$ cat config.mk
export PLATFORM = sky130hd
export DESIGN_NAME = memop_sequencer
export DESIGN_NICKNAME = d
export VERILOG_FILES = /design/src/rtl/seq_pkg.sv /design/src/rtl/seq_sched.sv /design/src/rtl/seq_addr.sv /design/src/rtl/memop_sequencer.sv
export SDC_FILE = /design/constraint.sdc
export NUM_CORES = 1
export LEC_CHECK = 0
export BUFFER_PORTS_ARGS = -buffer_cell sky130_fd_sc_hd__buf_4
export CORE_ASPECT_RATIO = 1.25
export CORE_MARGIN = 2
export CORE_UTILIZATION = 58
export CTS_BUF_LIST = sky130_fd_sc_hd__clkbuf_2 sky130_fd_sc_hd__clkbuf_4 sky130_fd_sc_hd__clkbuf_8
export DETAILED_ROUTE_END_ITERATION = 10
export PLACE_DENSITY = 0.9
export SKIP_CTS_REPAIR_TIMING = 1
export SYNTH_ARGS = -nofsm -noshare
export SYNTH_HDL_FRONTEND = slang
export SYNTH_SLANG_ARGS = --single-unit
$ cat constraint.sdc
create_clock -name clk -period 10.6 [get_ports clk]
set_clock_uncertainty 0.1 [all_clocks]
set_input_delay 2.65 -clock clk [delete_from_list [all_inputs] [get_ports clk]]
set_output_delay 2.65 -clock clk [all_outputs]
set_load 0.02 [all_outputs]
$ cat src/rtl/seq_pkg.sv
package seq_pkg;
    localparam int SEQ_TW = 5;

    typedef enum logic [2:0] {
        OPC_LD16_ABS = 3'd0,
        OPC_LDA_ABS  = 3'd1,
        OPC_EX_SP_HL = 3'd2,
        OPC_RMW_HL   = 3'd3,
        OPC_LD_HL    = 3'd4,
        OPC_LD_BC    = 3'd5,
        OPC_CP_IX    = 3'd6,
        OPC_RMW_IX   = 3'd7
    } op_class_e;

    typedef enum logic [2:0] {
        ST_IDLE,
        ST_WAIT,
        ST_READ,
        ST_WRITE,
        ST_DONE
    } seq_state_e;

    // T-state of each bus event; 0 means the event is absent
    typedef struct packed {
        logic [SEQ_TW-1:0] rd_a;
        logic [SEQ_TW-1:0] rd_b;
        logic [SEQ_TW-1:0] wr_a;
        logic [SEQ_TW-1:0] wr_b;
        logic [SEQ_TW-1:0] last;
    } sched_t;

    function automatic seq_state_e state_of(input logic [SEQ_TW-1:0] t, input sched_t s);
        if (t == s.last)                      return ST_DONE;
        else if (t == s.rd_a || t == s.rd_b)  return ST_READ;
        else if (t == s.wr_a || t == s.wr_b)  return ST_WRITE;
        else                                  return ST_WAIT;
    endfunction
endpackage

$ cat src/rtl/seq_sched.sv
module seq_sched
    import seq_pkg::*;
(
    input  op_class_e cls,
    output sched_t    sch
);
    always_comb begin
        sch = '0;
        unique case (cls)
            OPC_LD16_ABS: begin sch.rd_a = 5'd10; sch.rd_b = 5'd13; sch.last = 5'd16; end
            OPC_LDA_ABS:  begin sch.rd_a = 5'd10; sch.last = 5'd13; end
            OPC_EX_SP_HL: begin
                sch.rd_a = 5'd4;  sch.rd_b = 5'd7;
                sch.wr_a = 5'd11; sch.wr_b = 5'd14; sch.last = 5'd19;
            end
            OPC_RMW_HL:   begin sch.rd_a = 5'd4; sch.wr_a = 5'd8; sch.last = 5'd11; end
            OPC_LD_HL,
            OPC_LD_BC:    begin sch.rd_a = 5'd4; sch.last = 5'd7; end
            OPC_CP_IX:    begin sch.rd_a = 5'd12; sch.last = 5'd15; end
            OPC_RMW_IX:   begin sch.rd_a = 5'd12; sch.wr_a = 5'd16; sch.last = 5'd19; end
        endcase
    end
endmodule

$ cat src/rtl/seq_addr.sv
module seq_addr
    import seq_pkg::*;
#(
    parameter int AW = 16,
    parameter int DW = 8
) (
    input  op_class_e        cls,
    input  logic [AW-1:0]    hl,
    input  logic [AW-1:0]    bc,
    input  logic [AW-1:0]    sp,
    input  logic [AW-1:0]    ix,
    input  logic [AW-1:0]    abs_addr,
    input  logic [DW-1:0]    disp,
    output logic [AW-1:0]    base
);
    localparam int EXT_W = AW - DW;
    logic [AW-1:0] disp_sx;

    assign disp_sx = {{EXT_W{disp[DW-1]}}, disp};

    always_comb begin
        unique case (cls)
            OPC_LD16_ABS, OPC_LDA_ABS: base = abs_addr;
            OPC_EX_SP_HL:              base = sp;
            OPC_RMW_HL, OPC_LD_HL:     base = hl;
            OPC_LD_BC:                 base = bc;
            OPC_CP_IX, OPC_RMW_IX:     base = ix + disp_sx;
        endcase
    end
endmodule

$ cat src/rtl/memop_sequencer.sv
module memop_sequencer
    import seq_pkg::*;
#(
    parameter int AW = 16,
    parameter int DW = 8
) (
    input  logic          clk,
    input  logic          rst_n,
    input  logic          start,
    input  logic [2:0]    op_class,
    input  logic [AW-1:0] reg_hl,
    input  logic [AW-1:0] reg_bc,
    input  logic [AW-1:0] reg_sp,
    input  logic [AW-1:0] reg_ix,
    input  logic [DW-1:0] opnd_lo,
    input  logic [DW-1:0] opnd_hi,
    input  logic [DW-1:0] disp,
    input  logic [DW-1:0] alu_result,
    input  logic [DW-1:0] mem_rdata,
    output logic [AW-1:0] mem_addr,
    output logic          mem_rd,
    output logic          mem_wr,
    output logic [DW-1:0] mem_wdata,
    output logic [AW-1:0] ld_data,
    output logic [AW-1:0] memptr,
    output logic          done
);
    localparam int TW = SEQ_TW;
    localparam logic [AW-1:0] ONE = AW'(1);

    seq_state_e    st, st_nx;
    logic [TW-1:0] tcnt, tcnt_nx;
    op_class_e     cls_q, cls_sel;
    logic [AW-1:0] base_q, base_in, hl_q;
    logic [AW-1:0] ld_q, mp_q;
    sched_t        sch;
    logic          hi_sel;
    logic          busy;

    assign busy    = (st != ST_IDLE);
    assign cls_sel = busy ? cls_q : op_class_e'(op_class);

    seq_sched u_sched (
        .cls (cls_sel),
        .sch (sch)
    );

    seq_addr #(.AW(AW), .DW(DW)) u_addr (
        .cls      (op_class_e'(op_class)),
        .hl       (reg_hl),
        .bc       (reg_bc),
        .sp       (reg_sp),
        .ix       (reg_ix),
        .abs_addr ({opnd_hi, opnd_lo}),
        .disp     (disp),
        .base     (base_in)
    );

    // next-state logic
    always_comb begin
        unique case (st)
            ST_IDLE: tcnt_nx = start ? TW'(1) : '0;
            ST_DONE: tcnt_nx = '0;
            default: tcnt_nx = tcnt + TW'(1);
        endcase
        st_nx = (tcnt_nx == '0) ? ST_IDLE : state_of(tcnt_nx, sch);
    end

    // state register
    always_ff @(posedge clk) begin
        if (!rst_n) begin
            st   <= ST_IDLE;
            tcnt <= '0;
        end else begin
            st   <= st_nx;
            tcnt <= tcnt_nx;
        end
    end

    // outputs
    always_comb begin
        hi_sel    = (tcnt == sch.rd_b) || (tcnt == sch.wr_b);
        mem_rd    = 1'b0;
        mem_wr    = 1'b0;
        done      = 1'b0;
        mem_addr  = '0;
        mem_wdata = '0;
        unique case (st)
            ST_READ: begin
                mem_rd   = 1'b1;
                mem_addr = base_q + (hi_sel ? ONE : '0);
            end
            ST_WRITE: begin
                mem_wr   = 1'b1;
                mem_addr = base_q + (hi_sel ? ONE : '0);
                if (cls_q == OPC_EX_SP_HL)
                    mem_wdata = hi_sel ? hl_q[AW-1:DW] : hl_q[DW-1:0];
                else
                    mem_wdata = alu_result;
            end
            ST_DONE: done = 1'b1;
            ST_IDLE, ST_WAIT: ;
        endcase
    end

    // operand latches, result collection and hidden pointer
    always_ff @(posedge clk) begin
        if (!rst_n) begin
            cls_q  <= OPC_LD16_ABS;
            base_q <= '0;
            hl_q   <= '0;
            ld_q   <= '0;
            mp_q   <= '0;
        end else begin
            if (st == ST_IDLE && start) begin
                cls_q  <= op_class_e'(op_class);
                base_q <= base_in;
                hl_q   <= reg_hl;
            end
            if (st == ST_READ) begin
                if (hi_sel) ld_q[AW-1:DW] <= mem_rdata;
                else        ld_q <= {{(AW-DW){1'b0}}, mem_rdata};
            end
            if (st == ST_DONE) begin
                unique case (cls_q)
                    OPC_LD16_ABS, OPC_LDA_ABS, OPC_LD_BC: mp_q <= base_q + ONE;
                    OPC_EX_SP_HL:                        mp_q <= ld_q;
                    OPC_CP_IX, OPC_RMW_IX:               mp_q <= base_q;
                    OPC_RMW_HL, OPC_LD_HL:               mp_q <= mp_q;
                endcase
            end
        end
    end

    assign ld_data = ld_q;
    assign memptr  = mp_q;
endmodule

==> results of run 1 <==
==> final timing paths <==
| kind | start | depth (start not counted) | to |
|---|---|---|---|
| setup / recovery | op_class[2] | 15 | mem_addr[13] |
| hold / removal | memptr[6]$_SDFFE_PN0P_ | 2 | memptr[6]$_SDFFE_PN0P_ |
| setup reg to reg | st[0]$_SDFF_PP0_ | 7 | st[0]$_SDFF_PP0_ |
| hold reg to reg | memptr[6]$_SDFFE_PN0P_ | 2 | memptr[6]$_SDFFE_PN0P_ |
==> where the power goes <==
group	internal [mW]	leakage [nW]	switching, mW
clock	0.115	0.101	0.116
sequential	0.330	0.612	0.0759
combinational	0.256	2.15	0.385
==> worst register-to-register path: stages, from the launching register on <==
cell and delay, ns:
sky130_fd_sc_hd__dfxtp_1 0.42, sky130_fd_sc_hd__or4b_2 1.05, sky130_fd_sc_hd__o21ai_1 0.47, sky130_fd_sc_hd__o21ai_0 0.18, sky130_fd_sc_hd__a21o_1 0.19, sky130_fd_sc_hd__o211ai_1 0.23
sky130_fd_sc_hd__o31ai_1 0.12, sky130_fd_sc_hd__nor2b_1 0.12
==> metrics by stage <==
step	setup WS [ns]	util (%)	cells
6_report	1.85	73.9	1036
5_1_grt	1.66	73.9	1036
4_1_cts	1.89	73.9	1036
3_5_place_dp	1.88	71.8	1020
3_3_place_gp	2.06	71.8	1020
2_1_floorplan	2.45	-	781
==> kinds of logic after synthesis <==
logic type / Yosys count / synth area share [%]
fa+ha+maj: 20 / 4.58
flops: 75 / 26.7
buf+inv: 72 / 5.56
compound gates: 257 / 29.0
mux: 23 / 4.25
xor+xnor: 31 / 4.83
simple gates: 303 / 25.1
==> flip-flops by register name (all words and copies together) (netlist names) <==
| signal | count |
|---|---|
| tcnt | 5 |
| cls_q | 3 |
| memptr | 16 |
| base_q | 16 |
| hl_q | 16 |
| ld_data | 16 |
| st | 3 |
==> metal layers <==
| metal | share of wire (%) | wire, um | global-route usage, % |
|---|---|---|---|
| met4 | 6.1 | 1230 | 23.9 |
| met3 | 8.1 | 1630 | 5.73 |
| met1 | 37 | 7490 | 44.7 |
| met5 | 0 | 0 | 0 |
| met2 | 49 | 9760 | 64.3 |
==> placed cells by master, fill, tap and decap left out, drive strengths merged, types with 5 or more instances in the layout <==
master and count:
nand3 35, dfxtp 75, nor2b 5, o211ai 13, clkbuf 11, a311oi 6, o21ai 53, nand2 107
inv 9, mux2i 19, a221oi 15, and2 8, a21oi 86, buf 175, a211oi 22, ha 19
nand2b 5, a31oi 12, nor2 71, nor3 24, xor2 19, a21o 6, and3 11, xnor2 12
o22ai 6, nand4 8, nand3b 8, or3 5
==> layout make-up <==
type | count | area (sq um) | area share (%)
flip-flops and latches | 75 | 1500 | 21.4
multi-input cells | 634 | 3810 | 54.3
clock inverters | 5 | 63.8 | 0.908
clock buffers | 11 | 139 | 1.98
repair buffers | 175 | 1310 | 18.7
inverters | 10 | 37.5 | 0.534
well taps | 126 | 158 | 2.24
==> impl_summary.md, run 1 <==
Worst setup path
For the worst setup path, the data required time is 7.85 ns. The critical path contains buffers and inverters numbering 4 combined. The arrival time at the worst endpoint is 6.00 ns.

The slowest stage of the critical path is the sky130_fd_sc_hd__nor3_1 cell. The sort of element at the start of the critical path is a primary input. The signal on the critical path passes through buf_4 > nor2_1 > buf_4 > mux2_4 > and3_1 > o32ai_1 > and3b_1 > buf_4 > ha_1 > nand3_1 > nor3_1 > nand3_1 > xor2_1 > nor2_1 > buf_4. By instance count, the cell type seen most on the critical path is sky130_fd_sc_hd__buf_4.

In this run the worst path has a maximum fanout of 37. For this run, the slowest stage of the critical path takes 0.43 ns. The type of the setup path with the least slack is primary input to output pin.

STA classifies the critical path endpoint as an output pin. Grouping stages by cell kind, the critical path spends the most delay in simple AND/OR/NAND/NOR gates. The flop-to-flop setup slack is 7.65 ns.

Floorplan
The vertical extent of the die is 114 um. The initial core utilization is 59.2%. The number of cell rows is 40. The core region is 9510 sq um.

The x dimension of the die is 92.1 um. The die covers 10,500 sq um. Pin placement for this block handled 169 I/O pins.

Place
Summed over all nets, the half-perimeter wirelength after detailed placement is 15,100 um. During placement, the flow inserted port buffers numbering 168. In this run the cell area measured after placement is 6820 sq um. The last weighted congestion value of the routability-driven placer is 0.960.

Power
The design draws 1.28 mW. The analysis attributes to cell leakage a power of 2.86 nW. In this run the power density over the cells is 182 nW/um^2.

The worst-case IR drop observed on VDD is 0.119 mV.

STA
The hold violation count in the final report is 0. The transition time at the pin with the least slew margin is 1.10 ns. The highest achievable clock rate is 114 MHz.

The post-route setup TNS is 0 ns. The shortest period the worst path allows is 8.75 ns. The worst pin sits at a relative slew slack of 26.8%. Setup violations remaining at the end of the flow were counted as 0. Setup repair after global routing left no endpoint under its margin. The final count of pins violating max slew is 0. In the finished design, the share of the clock period the worst path needs comes to 82.5%.

The worst hold margin is 0.359 ns.

Final layout
The number of diodes added for antenna fixing is 0. The final-layout fill cell count is 745. The area added between synthesis and finish is 24.9%. The finished cells cover 7030 sq um. In the final layout, the share of cells above drive strength 1 is 22.4%.

The net total in the final layout is 1,035.

Logic synthesis
The most common cell in the synthesized netlist is sky130_fd_sc_hd__nand2_1. The summed instance area of the synthesized netlist is 5630 sq um. The biggest area contributor in the post-synthesis netlist is sky130_fd_sc_hd__dfxtp_1. The async set-reset flop share out of synthesis is 0%. By area the synthesized netlist is led by sky130_fd_sc_hd__dfxtp_1 27%, sky130_fd_sc_hd__a21oi_1 7.6%, sky130_fd_sc_hd__nand2_1 7.1%.

The count of distinct cell types in the synthesized netlist is 69. After synthesis, the largest area contributor takes up 26.7% of total cell area. Among all flip-flop cells after synthesis, the most frequent one is sky130_fd_sc_hd__dfxtp_1. By count the netlist is led by 107 x sky130_fd_sc_hd__nand2_1, 86 x sky130_fd_sc_hd__a21oi_1, 75 x sky130_fd_sc_hd__dfxtp_1. Summing the sequential cell areas from Yosys gives 26.7% of the chip area.

When the netlist entered floorplanning its net count stood at 911. The synthesized area per cell is 7.20 sq um. During synthesis, Yosys emitted a total of 0 warnings. The synthesized design contains 75 register bits. The number of synthesized flops with an enable pin is 0.

The number of cells produced by synthesis is 781.

Global routing
The initial antenna violation count is 0. Entering global routing, the biggest net connects 65 pins. The first global-routing pass estimated 31,700 um of wire. The via count of the first global-routing pass is 6,404. The total global routing track utilization is 37.9%.

For this run the aggregate overflow at the end of global routing stands at 0.

Route
The first detailed-routing pass took 5 iterations. The first routing iteration left 681 violations. The count of unresolved DRC violations after routing is 0. Dividing the detail-routed wire length by the instance count gives 19.4 um. After detailed routing, the number of vias per cell comes to 6.41. The count of antenna-violating nets left after detailed routing is 0. The sum of routed wire length over all layers is 20,100 um. Across all layers, the routed design uses 6,643 vias.

Run
The tool flagged a number of max-cap violations equal to 0.

Clock network
The number of buffers added by the clock tree synthesis step is 9. The buffer type at the clock tree root is sky130_fd_sc_hd__clkbuf_8. The clock reaches the later pin of the worst-skew pair after 0.36 ns. In this run the deepest clock path goes through 2 buffers. The total number of clock tree sinks is 75.

The TritonCTS clock tree is yes. After clock tree synthesis, the clock-pin slew on the worst setup and hold paths is 0.08 ns. The H-tree was split into 3 levels.

Worst hold path
The class of the tightest hold or removal check is flip-flop to flip-flop.

Outcome
The flow ran to the end, and the final reports show no timing, DRC or antenna violations.
Note: power is estimated with default switching activity, not from simulation.
==> run 2: changes to the inputs <==
--- a/config.mk
+++ b/config.mk
@@ -8,10 +8,10 @@
 export BUFFER_PORTS_ARGS = -buffer_cell sky130_fd_sc_hd__buf_4
 export CORE_ASPECT_RATIO = 1.25
 export CORE_MARGIN = 2
-export CORE_UTILIZATION = 58
+export CORE_UTILIZATION = 49
 export CTS_BUF_LIST = sky130_fd_sc_hd__clkbuf_2 sky130_fd_sc_hd__clkbuf_4 sky130_fd_sc_hd__clkbuf_8
 export DETAILED_ROUTE_END_ITERATION = 10
-export PLACE_DENSITY = 0.9
+export PLACE_DENSITY = 0.82
 export SKIP_CTS_REPAIR_TIMING = 1
 export SYNTH_ARGS = -nofsm -noshare
 export SYNTH_HDL_FRONTEND = slang
==> constraint.sdc (replaced) <==
create_clock -name clk -period 8 [get_ports clk]
set_clock_uncertainty 0.1 [all_clocks]
set_input_delay 2 -clock clk [delete_from_list [all_inputs] [get_ports clk]]
set_output_delay 2 -clock clk [all_outputs]
set_load 0.02 [all_outputs]
==> run 2 against run 1 <==
Effect of this change: total power grew 30%; critical path depth is 1 lower; largest cell class unchanged; final cell count is 0.68% higher; largest power group unchanged; critical path type unchanged; critical endpoint is now mem_addr[12].
==> impl_summary.md, run 2 (synthesis gave the netlist of run 1 again) <==
STA
The number of failing setup endpoints in the final timing report is 0 (unchanged). The worst path uses 85.3% of the clock period. The final count of pins violating max slew was 0 (unchanged).

Based on the critical path, the design can be clocked at up to 147 MHz. The hold violation count in the final report came to 0 (unchanged). The transition time at the pin with the least slew margin came to 1.08 ns (-0.0111 ns). The routed design could run at a clock period as short as 6.82 ns. The worst relative slew slack is 27.6% (+0.74 points). Setup repair after global routing left no endpoint under its margin.

The least setup slack across all paths after layout is 1.18 ns (-0.674 ns). The post-route setup TNS is 0 ns (unchanged).

Worst setup path
The signal on the critical path passes through buf_4 > nor2_1 > mux2_4 > and3_1 > o32ai_1 > and3b_1 > ha_1 > ha_1 > nand2_1 > nor2_1 > nand3_1 > xor2_1 > nor2_1 > buf_4. The worst setup path is captured at an output pin. Broken down by cell family, the worst path's largest delay share belongs to simple AND/OR/NAND/NOR gates.

The buffering stage count on the worst path with inverters included is 2 (-2). The flop-to-flop setup slack is 4.98 ns (-2.67 ns). The critical path required time was 5.90 ns (-1.95 ns). The sort of element at the start of the critical path is a primary input. The highest-delay cell along the critical path is sky130_fd_sc_hd__mux2_4. The maximum fanout count along the critical path is 37 (unchanged).

The cell with the most instances on the worst path is sky130_fd_sc_hd__nor2_1. The maximum single-stage delay on the critical path was 0.34 ns (-0.09 ns). The arrival time at the worst endpoint is 4.72 ns (-1.28 ns). The type of the setup path with the least slack is primary input to output pin.

Clock network
The deepest level of the CTS H-tree came to 3 (unchanged). The total number of clock tree sinks is 75 (unchanged). The clock input transition at the sequential cells of the worst setup and hold paths is 0.08 ns (about the same). TritonCTS built the clock tree. The number of buffers added by the clock tree synthesis step is 9 (unchanged). The later-pin clock latency in the skew report was 0.36 ns (about the same). The maximum clock path buffer count is 2 (unchanged). The buffer type at the clock tree root is sky130_fd_sc_hd__clkbuf_8.

Final layout
The net total in the final layout is 1,034 (-0.097%). The share of final-layout standard cells stronger than drive strength 1 came to 22.2% (-0.17 points). The utilization of the core after routing was 63.0% (-11 points).

In the layout the commonest cells are 174 x sky130_fd_sc_hd__buf_4, 107 x sky130_fd_sc_hd__nand2_1, 86 x sky130_fd_sc_hd__a21oi_1. The number of diodes added for antenna fixing came to 0 (unchanged). The area added between synthesis and finish is 24.7%. The number of standard cells in the layout, taps in and fillers out is 1,043 (+0.68%). The library cell used most frequently in the layout, excluding fill and tap cells, is sky130_fd_sc_hd__buf_4.

Floorplan
The die area is 12,400 sq um (+18%). The initial core utilization is 50.5% (-8.6 points). The number of cell rows was 43 (+7.5%). The vertical extent of the die is 124 um (+8.5%). The x dimension of the die is 99.8 um (+8.4%). The number of ports placed on the die boundary is 169 (unchanged). The area of the placeable core is 11,100 sq um (+17%).

Power
The power density over the cells is 237 nW/um^2 (+30%). The part of the power in registers came to 32.4% (+0.7 points). The leakage power figure is 2.85 nW (-0.22%). The relative contribution of the clock network to total power is 17.4% (-0.7 points). The total design power is 1.66 mW (+30%).

The portion of total power attributed to combinational logic is 50.2% (about the same). The worst vdd rail ir drop is 0.120 mV (+0.67%). The switching fraction of total power is 44.8% (-0.38 points). The design internal power is 918 uW (+31%). The power spent charging and discharging nets was 743 uW (+29%).

Place
The sum of net half-perimeters after detailed placement came to 14,600 um (-3.1%). The last weighted congestion value of the routability-driven placer is 0.936 (-2.4%). The number of placed cells counting well taps is 1,028 (+0.78%). The number of port buffers is 168 (unchanged).

The worst-case setup slack after placement is 1.19 ns (-0.685 ns).

Route
The via density per instance was 6.17 (-3.8%). The vias after detailed routing is 6,434 (-3.1%). The sum of routed wire length over all layers is 18,900 um (-5.9%). The count of unresolved DRC violations after routing was 0 (unchanged).

The count of antenna-violating nets left after detailed routing is 0 (unchanged). The total iterations of the first detailed-routing run came to 8 (+3). The per-cell routed wire length is 18.1 um (-6.6%). The violation count after the first detailed-route iteration is 338 (-50%).

Global routing
The via count of the first global-routing pass is 5,870 (-8.3%). The total global routing track utilization is 30.0% (-7.9 points). The initial antenna violation count is 0 (unchanged). The pin count of the biggest net entering global routing is 65 (unchanged).

The wire length of the first global-routing pass is 29,200 um (-7.7%). The global route total overflow is 0 (unchanged).

Worst hold path
The class of the tightest hold or removal check is flip-flop to flip-flop.

Run
The max-cap check violation count was 0 (unchanged).

Outcome
The run finished with clean final reports.
## run 2: cell types whose count changed in the layout (fill, tap and decap cells not counted), sizes merged
cell / delta
inv: +1
clkinvlp: -1
clkinv: +1
buf: -1
clkbuf: -2
## run 2: worst min-delay path, cell delays in order (launching register included)
cell and delay, ns:
sky130_fd_sc_hd__dfxtp_1 0.31, sky130_fd_sc_hd__nand2_1 0.05, sky130_fd_sc_hd__a21oi_1 0.05
## run 2: power by group through the flow
stage	clock [mW]	sequential [mW]	combinational, mW
floorplan	0	0.503	0.643
global placement	0	0.542	0.818
detailed placement	0	0.544	0.820
CTS	0.292	0.535	0.823
global route	0.305	0.547	0.908
finish	0.288	0.539	0.834
## run 2: final timing paths
kind / start / endpoint / depth (start not counted)
setup / recovery: op_class[2] / mem_addr[12] / 14
hold / removal: hl_q[9]$_SDFFE_PN0P_ / hl_q[9]$_SDFFE_PN0P_ / 2
setup reg to reg: st[0]$_SDFF_PP0_ / st[0]$_SDFF_PP0_ / 7
hold reg to reg: hl_q[9]$_SDFFE_PN0P_ / hl_q[9]$_SDFFE_PN0P_ / 2
## run 2: final cells by class
type                       count  area (sq um)
clock buffer                   9           124
clock inverter                 6          66.3
fill                        1058          4120
inverter                      10          37.5
multi-input combinational    634          3810
sequential                    75          1500
tap                          135           169
timing repair buffer         174          1310
## run 2: layer usage
layer	up-vias	global-route usage (%)	part of all wire [%]
met3	60	3.82	6.6
met2	318	52.7	49
met1	2947	35.2	40
met4	0	16.9	4.8
li1	3109	-	-
met5	-	0	0
## run 2: per-stage QoR
stage / hold slack [ns] / cell area (sq um)
after detailed placement: 0.347 / 6830
after global routing: 0.380 / 7020
after global placement: 0.344 / 6830
final: 0.357 / 7020
after CTS: 0.358 / 7020
after floorplan: 0.336 / 5630
==> run 3: changes to the inputs <==
--- a/config.mk
+++ b/config.mk
@@ -7,11 +7,11 @@
 export LEC_CHECK = 0
 export BUFFER_PORTS_ARGS = -buffer_cell sky130_fd_sc_hd__buf_4
 export CORE_ASPECT_RATIO = 1.25
-export CORE_MARGIN = 2
 export CORE_UTILIZATION = 49
 export CTS_BUF_LIST = sky130_fd_sc_hd__clkbuf_2 sky130_fd_sc_hd__clkbuf_4 sky130_fd_sc_hd__clkbuf_8
 export DETAILED_ROUTE_END_ITERATION = 10
 export PLACE_DENSITY = 0.82
+export RECOVER_POWER = 100
 export SKIP_CTS_REPAIR_TIMING = 1
 export SYNTH_ARGS = -nofsm -noshare
 export SYNTH_HDL_FRONTEND = slang
==> run 3 against run 2 <==
Effect of this change: the flow now finishes with violations (DRC, capacitance limit, slew limit); non-clock buffer count down 1; via count about the same; critical path depth unchanged.
==> impl_summary.md, run 3 (synthesis gave the netlist of run 1 again) <==
Outcome
The run finished, with violations left. The final reports fail on DRC, capacitance limit, slew limit.

Global routing
The wire length of the first global-routing pass came to 30,000 um (+2.5%). The global route total overflow came to 0 (unchanged). The pin count of the biggest net entering global routing is 65 (unchanged).

The initial antenna violation count is 0 (unchanged). The total global routing track utilization came to 31.8% (+1.8 points). The via count of the first global-routing pass came to 5,986 (+2.0%).

STA
The fraction of the cycle the final worst path needs is 91.4% (+6.1 points). The worst relative slew slack is -32.2% (-60 points). The number of failing setup endpoints in the final timing report is 0 (unchanged). The post-route setup TNS was 0 ns (unchanged). The worst hold margin was 0.355 ns (-0.00230 ns). The transition time at the pin with the least slew margin is 1.98 ns (+0.898 ns). The highest achievable clock rate is 137 MHz (-6.6%). The shortest period the worst path allows came to 7.31 ns (+0.485 ns). Setup repair after global routing left no endpoint under its margin. The final count of pins violating max slew is 65 (+65). The hold violation count in the final report was 0 (unchanged).

Worst setup path
The buffering stage count on the worst path with inverters included was 3 (+1). The arrival time at the worst endpoint is 5.21 ns (+0.49 ns). The capturing point of the worst reg2reg path is st[0]$_SDFF_PP0_. The maximum single-stage delay on the critical path was 0.49 ns (+0.15 ns).

The worst reg2reg path depth was 7 (unchanged). The type of the setup path with the least slack is primary input to output pin. The signal on the critical path passes through buf_4 > nor2_1 > clkbuf_1 > mux2_1 > and3_1 > o32ai_1 > and3b_1 > ha_1 > nand3_1 > nor3_1 > nand3_1 > xor2_1 > nor2_1 > clkbuf_1.

The maximum fanout count along the critical path was 37 (unchanged). The critical path starts at op_class[2]. The logic depth of the worst setup path including buffers is 14 (unchanged). For this design, the slowest cell found on the critical path is sky130_fd_sc_hd__mux2_1. The critical path endpoint is mem_addr[13]. The worst register-to-register path begins at st[0]$_SDFF_PP0_. The flop-to-flop setup slack is 4.59 ns (-0.39 ns).

The sort of element at the start of the critical path is a primary input. On the critical path the largest part of the delay comes from simple AND/OR/NAND/NOR gates. The critical path required time is 5.90 ns (about the same).

The worst setup path is captured at an output pin.

Power
The power density over the cells came to 247 nW/um^2 (+4.5%). The portion of total power attributed to combinational logic came to 47.5% (-2.7 points). The design internal power is 933 uW (+1.7%). The worst vdd rail ir drop was 0.140 mV (+16%). The leakage power figure is 2.61 nW (-8.7%). The switching fraction of total power is 44.6% (-0.11 points). The power spent charging and discharging nets came to 753 uW (+1.3%). The part of the power in registers is 32.3% (about the same). The relative contribution of the clock network to total power is 20.2% (+2.8 points).

Floorplan
The number of ports placed on the die boundary is 169 (unchanged). The vertical extent of the die was 122 um (-1.6%). The die area came to 11,900 sq um (-3.6%). The area of the placeable core was 11,100 sq um (unchanged). The number of cell rows is 43 (unchanged). The initial core utilization is 50.5% (unchanged).

The x dimension of the die is 97.8 um (-2.0%).

Route
The total iterations of the first detailed-routing run is 10 (+2). The violation count after the first detailed-route iteration came to 530 (+57%). The via density per instance is 6.17 (about the same). The count of antenna-violating nets left after detailed routing is 0 (unchanged). The sum of routed wire length over all layers is 18,900 um (about the same). The vias after detailed routing came to 6,432 (-0.031%). The per-cell routed wire length is 18.1 um (about the same).

The count of unresolved DRC violations after routing is 14 (+14).

Final layout
The number of diodes added for antenna fixing is 0 (unchanged). The net total in the final layout is 1,033 (-0.097%). Leaving out fill and tap cells, the most frequent cell in the layout is sky130_fd_sc_hd__buf_4. The top cell types in the final layout, fill and taps aside, are 110 x sky130_fd_sc_hd__buf_4, 107 x sky130_fd_sc_hd__nand2_1, 86 x sky130_fd_sc_hd__a21oi_1. The utilization of the core after routing came to 61.2% (-1.8 points). The area added between synthesis and finish is 21.2%. The multi-input combinational cell area was 3810 sq um (about the same).

The register area is 1500 sq um (unchanged). The share of final-layout standard cells stronger than drive strength 1 is 15.1% (-7.2 points). The final-layout fill cell count is 1,118 (+5.7%). The total non-filler cell area in the finished layout is 6820 sq um (-2.8%).

Place
The last weighted congestion value of the routability-driven placer was 0.956 (+2.1%). The sum of net half-perimeters after detailed placement came to 14,200 um (-2.9%). The placed cell area came to 6820 sq um (-0.11%).

The number of port buffers is 168 (unchanged).

Clock network
TritonCTS built the clock tree. The later-pin clock latency in the skew report is 0.36 ns (about the same). The total number of clock tree sinks is 75 (unchanged). The maximum clock path buffer count came to 2 (unchanged).

The deepest level of the CTS H-tree is 3 (unchanged). The buffer type at the clock tree root is sky130_fd_sc_hd__clkbuf_8. The number of buffers added by the clock tree synthesis step is 9 (unchanged). The clock input transition at the sequential cells of the worst setup and hold paths was 0.07 ns (about the same).

Worst hold path
The class of the tightest hold or removal check is flip-flop to flip-flop. The beginning of the worst hold path is memptr[6]$_SDFFE_PN0P_.

Run
The max-cap check violation count came to 1 (+1).
==> run 3: cell types whose count changed in the layout (fill, tap and decap cells not counted), moves of 2 or more <==
cell | before | now
sky130_fd_sc_hd__buf_4 | 174 | 110
sky130_fd_sc_hd__clkbuf_1 | 0 | 61
sky130_fd_sc_hd__clkbuf_4 | 0 | 3
sky130_fd_sc_hd__clkinv_2 | 2 | 0
sky130_fd_sc_hd__mux2_1 | 0 | 2
==> run 3: worst register-to-register path: cells and delay by family, from the launching register on <==
| kind | cells | cell delay (ns) |
|---|---|---|
| AO/OA/AOI/OAI | 3 | 0.99 |
| AND/OR/NAND/NOR | 4 | 1.67 |
| flip-flops | 1 | 0.54 |
==> run 3: how the worst min path moves through the flow <==
stage,end,slack [ns],cells past startpoint
6_report,memptr[6]$_SDFFE_PN0P_,0.36,2
5_1_grt,hl_q[5]$_SDFFE_PN0P_,0.38,2
4_1_cts,memptr[6]$_SDFFE_PN0P_,0.36,2
3_5_place_dp,hl_q[8]$_SDFFE_PN0P_,0.35,2
3_3_place_gp,memptr[4]$_SDFFE_PN0P_,0.34,2
2_1_floorplan,hl_q[0]$_SDFFE_PN0P_,0.34,2
==> run 3: cell type report <==
class / instances / area share, %
timing repair buffer: 173 / 15.7
inverter: 10 / 0.551
clock inverter: 5 / 1.27
clock buffer: 11 / 2.13
tap: 135 / 2.48
sequential: 75 / 22.0
multi-input combinational: 634 / 55.9
==> run 3: power by group through the flow <==
stage / Combinational (mW) / Sequential [mW] / Clock, mW
after floorplan: 0.643 / 0.503 / 0
after global placement: 0.814 / 0.548 / 0
after detailed placement: 0.815 / 0.549 / 0
after CTS: 0.820 / 0.540 / 0.345
after global routing: 0.880 / 0.551 / 0.359
final: 0.801 / 0.544 / 0.341
==> run 3: metrics by stage <==
step                      std cells  power [mW]  setup slack [ns]
after CTS                      1043        1.70              1.08
final                          1043        1.69             0.692
after detailed placement       1027        1.36              1.08
after global placement         1027        1.36              1.13
after global routing           1043        1.79             0.434
after floorplan                 781        1.15              1.15
==> run 3: layer usage <==
layer / vias to the layer above / global-route usage, % / share of wire (%)
met2: 339 / 53.5 / 47
met4: 0 / 19.7 / 5.5
li1: 3111 / - / -
met1: 2918 / 37.9 / 40
met5: - / 0 / 0
met3: 64 / 5.34 / 6.8
